`src/rtl/da_fir.sv`:
```
module da_fir #(
  parameter int TAPS   = 4,
  parameter int DATA_W = 8,
  parameter int COEF_W = 8,
  parameter int BPC    = 1,
  parameter logic [TAPS*COEF_W-1:0] COEFS = 32'hFE07FB03,
  localparam int ACC_W = DATA_W + COEF_W + $clog2(TAPS)
) (
  input  logic              clk,
  input  logic              rst_n,
  input  logic              in_valid,
  input  logic [DATA_W-1:0] in_data,
  output logic              ready,
  output logic              out_valid,
  output logic [ACC_W-1:0]  out_data
);

  localparam int STEPS = DATA_W / BPC;
  localparam int CW    = (STEPS > 1) ? $clog2(STEPS) : 1;
  localparam int BW    = $clog2(DATA_W);
  localparam logic [CW-1:0] LAST = CW'(STEPS - 1);

  initial assert (BPC >= 1 && BPC <= 2 && DATA_W % BPC == 0)
    else $error("da_fir: BPC must be 1 or 2 and divide DATA_W");

  function automatic logic signed [ACC_W-1:0] subset_sum(int k);
    logic signed [ACC_W-1:0] s;
    logic [COEF_W-1:0] c;
    s = '0;
    for (int t = 0; t < TAPS; t++) begin
      c = COEFS[t*COEF_W +: COEF_W];
      if (k[t]) s = s + {{(ACC_W-COEF_W){c[COEF_W-1]}}, c};
    end
    return s;
  endfunction

  logic signed [ACC_W-1:0] tbl [1<<TAPS];
  for (genvar k = 0; k < (1 << TAPS); k++) begin : g_tbl
    assign tbl[k] = subset_sum(k);
  end

  logic [DATA_W-1:0]       line_q [TAPS];
  logic                    busy;
  logic [CW-1:0]           cnt;
  logic signed [ACC_W-1:0] acc;
  logic signed [ACC_W-1:0] psum;
  logic signed [ACC_W-1:0] tm;
  logic [TAPS-1:0]         addr;
  logic [BW-1:0]           bi;

  assign ready = !busy;

  always_comb begin
    psum = '0;
    tm   = '0;
    addr = '0;
    bi   = '0;
    for (int j = 0; j < BPC; j++) begin
      bi = BW'(int'(cnt) * BPC + j);
      for (int t = 0; t < TAPS; t++) addr[t] = line_q[t][bi];
      tm = tbl[addr] <<< bi;
      if (bi == BW'(DATA_W - 1)) tm = -tm;
      psum = psum + tm;
    end
  end

  always_ff @(posedge clk or negedge rst_n) begin
    if (!rst_n) begin
      busy      <= 1'b0;
      cnt       <= '0;
      acc       <= '0;
      out_valid <= 1'b0;
      out_data  <= '0;
      for (int t = 0; t < TAPS; t++) line_q[t] <= '0;
    end else begin
      out_valid <= 1'b0;
      if (!busy) begin
        if (in_valid) begin
          line_q[0] <= in_data;
          for (int t = 1; t < TAPS; t++) line_q[t] <= line_q[t-1];
          acc  <= '0;
          cnt  <= '0;
          busy <= 1'b1;
        end
      end else if (cnt == LAST) begin
        out_data  <= acc + psum;
        out_valid <= 1'b1;
        busy      <= 1'b0;
        cnt       <= '0;
      end else begin
        acc <= acc + psum;
        cnt <= cnt + 1'b1;
      end
    end
  end

  assert_pulse_R4: assert property (@(posedge clk) disable iff (!rst_n)
    out_valid |=> !out_valid);

  assert_idle_count_R4: assert property (@(posedge clk) disable iff (!rst_n)
    !busy |-> cnt == '0);

  assert_take_R5: assert property (@(posedge clk) disable iff (!rst_n)
    (ready && in_valid) |=> !ready);

  assert_done_ready_R5: assert property (@(posedge clk) disable iff (!rst_n)
    out_valid |-> ready);

  assert_ignore_head_R2: assert property (@(posedge clk) disable iff (!rst_n)
    !ready |=> $stable(line_q[0]));

  assert_ignore_tail_R2: assert property (@(posedge clk) disable iff (!rst_n)
    !ready |=> $stable(line_q[TAPS-1]));

  assert_hold_R7: assert property (@(posedge clk) disable iff (!rst_n)
    !out_valid |-> $stable(out_data));

endmodule

```
`config.mk`:
```
export PLATFORM = sky130hd
export DESIGN_NAME = da_fir
export DESIGN_NICKNAME = d
export VERILOG_FILES = /design/src/rtl/da_fir.sv
export SDC_FILE = /design/constraint.sdc
export NUM_CORES = 1
export LEC_CHECK = 0
export BUFFER_PORTS_ARGS = -buffer_cell sky130_fd_sc_hd__buf_2
export CORE_AREA = 2 2 95 97
export CTS_CLUSTER_SIZE = 8
export DETAILED_ROUTE_END_ITERATION = 6
export DIE_AREA = 0 0 97 99
export PLACE_DENSITY = 0.8
export SYNTH_ARGS = -nofsm -noshare
export SYNTH_HDL_FRONTEND = slang
export SYNTH_SLANG_ARGS = --single-unit
```
`constraint.sdc`:
```
create_clock -name clk -period 10.1 [get_ports clk]
set_clock_uncertainty 0.1 [all_clocks]
set_input_delay 0.505 -clock clk [delete_from_list [all_inputs] [get_ports clk]]
set_output_delay 0.505 -clock clk [all_outputs]
set_load 0.01 [all_outputs]
```
==> results by group <==
Routing
  • Drt first pass iters: 5
  • Routed Antenna Nets: 0
  • Routed len/inst: around 16 µm
  • Routed wire length: ~11 mm
  • Total number of vias: 4,040
  • Number of remaining DRC errors: 0
  • Vias per inst: 6.048
  • DR iter-0 viols: approximately 260

Run status
  • Status: finished clean

Synthesis
  • Post-Synth XOR/XNOR Area: 4.292%
  • Post-Synth Simple-Gate Area: 18.27%
  • Synth Area in Adders: 7.138%
  • Ys flop type: dfrtp_1
  • Post-synth ARST share: 100.0%
  • Syn avg cell area: 9.371 µm²
  • Yosys cell types: 77
  • Register area share after synthesis: 36.44%
  • #FFs+latches synth: 73
  • Mux cell area share after synthesis: between 10% and 20%
  • Synth Instances: 535
  • Compound-Gate Fraction of Synth Area: 19.09%
  • Post-synth EDFFs: 0
  • Main combinational cell family by area after synthesis: compound AO/OA/AOI/OAI gates
  • Syn nets: around 570
  • Netlist Area Pre-Place: ~0.0050 mm²
  • Yosys warning count: 0

GRT
  • Initial antenna violation count: 0
  • GRT Util Overall: 22.63%
  • Remaining Overflow, GRT: 0
  • First-pass GRT wire length: approximately 18 mm
  • Vias in the first global route: 3,763
  • Largest net degree at the start of global routing: 74

Layout
  • Nets@finish: 594
  • Final core utilization: 63.52%
  • Design area: 0.005431 mm²
  • Fill cells: 702
  • Antenna cells: 0
  • Area grow syn2layout: 8.335%
  • Share of layout cells above drive strength 1: 16.96%

Clocking
  • Clock Latency Late Sink: 0.36 ns
  • CTS tree: yes
  • Number of buffers created by CTS: 9
  • H-tree Lvls: 3
  • Worst-path clk slew: 0.09 ns
  • Clock Sink Count: 73
  • CTS Buffer Depth: 2
  • Post-CTS setup buffers: 0
  • CTS resizes: 0
  • CTS Hold Bufs: 0
  • Root Buffer: clkbuf_8

Critical path
  • Max FO, Critical Path: 23
  • Critical path class: reg2reg
  • Worst setup SP type: register
  • Critical path data required time: 10.27 ns
  • Worst EP arrival: 7.38 ns
  • Endpoint class of the critical path: register

STA
  • Tcrit/Tclk final: 71.33%
  • Max_slew headroom: about 27%
  • Final worst slack: 2.895 ns
  • Slew at the pin closest to its max-slew limit: between 1 and 1.5 ns
  • Slew Viols, Final: 0
  • Fin. Hold Viols: 0
  • Period minus WS final: 7.205 ns
  • Unrepaired setup endpoints after global routing: no
  • Setup_tns: 0 ns
  • Setup violations, final: 0
  • Fmax: 138.8 MHz

Worst hold path
  • Hold/Removal Path Class: in2reg

Floorplan
  • Ports: 31
  • Die area: 0.009603 mm²
  • Die X: 97 µm
  • Row count: 34
  • Starting Density: 58.63%
  • Die height: 99 µm
  • Core area: 0.008551 mm²

Placement
  • PortBufs: 30
  • Gpl congestion: 0.9195
  • Post-DP HPWL: 7.485 mm
  • Area after DPL: 0.005206 mm²
  • Pre-CTS WS: between 3 and 4 ns

Job
  • Max-Cap Viols: 0
cells in the mapped netlist, types with 5 or more instances:
cell type | count | share of area (%)
a21oi_1 | 18 | 1.8
a31oi_1 | 10 | 1.2
nor3_1 | 7 | 0.70
mux2_1 | 5 | 1.1
clkbuf_1 | 14 | 1.0
a22o_1 | 17 | 3.0
dfrtp_1 | 73 | 36
mux4_2 | 5 | 2.2
buf_1 | 7 | 0.52
mux2_2 | 16 | 3.6
xnor2_1 | 17 | 3.0
o31ai_1 | 5 | 0.75
a21o_1 | 9 | 1.3
ha_1 | 27 | 6.7
nor2_1 | 25 | 1.9
nand3_1 | 10 | 1.0
mux2i_1 | 14 | 2.8
xor2_1 | 5 | 0.87
o21bai_1 | 6 | 0.90
a211o_1 | 5 | 0.87
o21ai_0 | 14 | 1.4
inv_1 | 19 | 1.4
nand2_1 | 121 | 9.1
state kept, by name (all words and copies together) (netlist names):
name and cells:
acc 18, cnt 3, out_data 18, line_q 32, out_valid 1, busy 1
critical path: stages, from the launching register on:
cell and delay [ns]:
dfrtp_1 0.85, inv_1 0.46, mux4_2 0.62, ha_1 0.38, inv_1 0.12, nand3_1 0.14
and3_1 0.25, o21ai_1 0.29, nand3b_1 0.23, and4_4 0.26, a21oi_1 0.18, xnor2_1 0.14
ha_1 0.29, and2_1 0.18, o21ai_0 0.13, o21ai_0 0.13, o41ai_1 0.60, o21ai_0 0.31
a31oi_1 0.54, a2111oi_0 0.16, a21o_1 0.23, o41a_1 0.39, a31oi_1 0.14
path summary, 6_finish.rpt:
check                           startpoint    endpoint  slack [ns]  cells after the start
worst max-delay path                cnt[0]     acc[17]        2.90                     22
worst min-delay path            in_data[3]  line_q[27]        0.23                      3
worst max register to register      cnt[0]     acc[17]        2.90                     22
worst min register to register     acc[17]     acc[17]        0.40                      1
max in group asynchronous            rst_n     acc[17]        9.06                      2
min in group asynchronous            rst_n   line_q[0]        0.27                      2
routing by layer:
layer	part of all wire, %	GRT usage, %	vias to the layer above
li1	-	-	1961
met1	47	32.47	1969
met2	47	35.68	97
met3	4.2	4.043	13
met4	1.2	6.176	0
met5	0	0	-
cell families (layout without fill, tap and decap cells):
| family | Yosys count | in the layout |
|---|---|---|
| AOI/OAI and AO/OA | 124 | 124 |
| xor gates and xnor gates | 23 | 23 |
| adders and majority gates | 28 | 28 |
| and+or+nand+nor | 198 | 198 |
| buffers and inverters | 46 | 71 |
| muxes | 43 | 43 |
| DFF | 73 | 73 |
cell type report:
type / count / area, µm² / area share [%]
sequential: 73 / 1827 / 33.63
multi-input combinational: 416 / 2982 / 54.90
inverter: 20 / 75.07 / 1.382
tap: 108 / 135.1 / 2.488
clock buffer: 9 / 123.9 / 2.281
timing repair buffer: 35 / 187.7 / 3.455
clock inverter: 7 / 101.3 / 1.866
metrics by stage:
stage	std cells	hold WS [ns]
after floorplan	535	0.1094
after global placement	652	0.3725
after detailed placement	652	0.3798
after CTS	668	0.2219
after global routing	668	0.2408
final	668	0.2316
placed cells by master, fill, tap and decap left out, drive strengths merged, types with 5 or more instances in the layout:
cell type / n
xnor2: 17
ha: 27
o31ai: 6
a21oi: 18
a22o: 17
a31oi: 11
buf: 35
nand3: 11
nand2: 121
dfrtp: 73
nor3: 7
inv: 23
a32oi: 5
a211o: 5
o21ai: 18
a21o: 9
o21bai: 6
mux2i: 15
clkbuf: 9
xor2: 5
mux2: 23
mux4: 5
nor2: 26
Power is not shown: default switching activity piles up to over one toggle a cycle in this logic, so the estimate is an artifact.
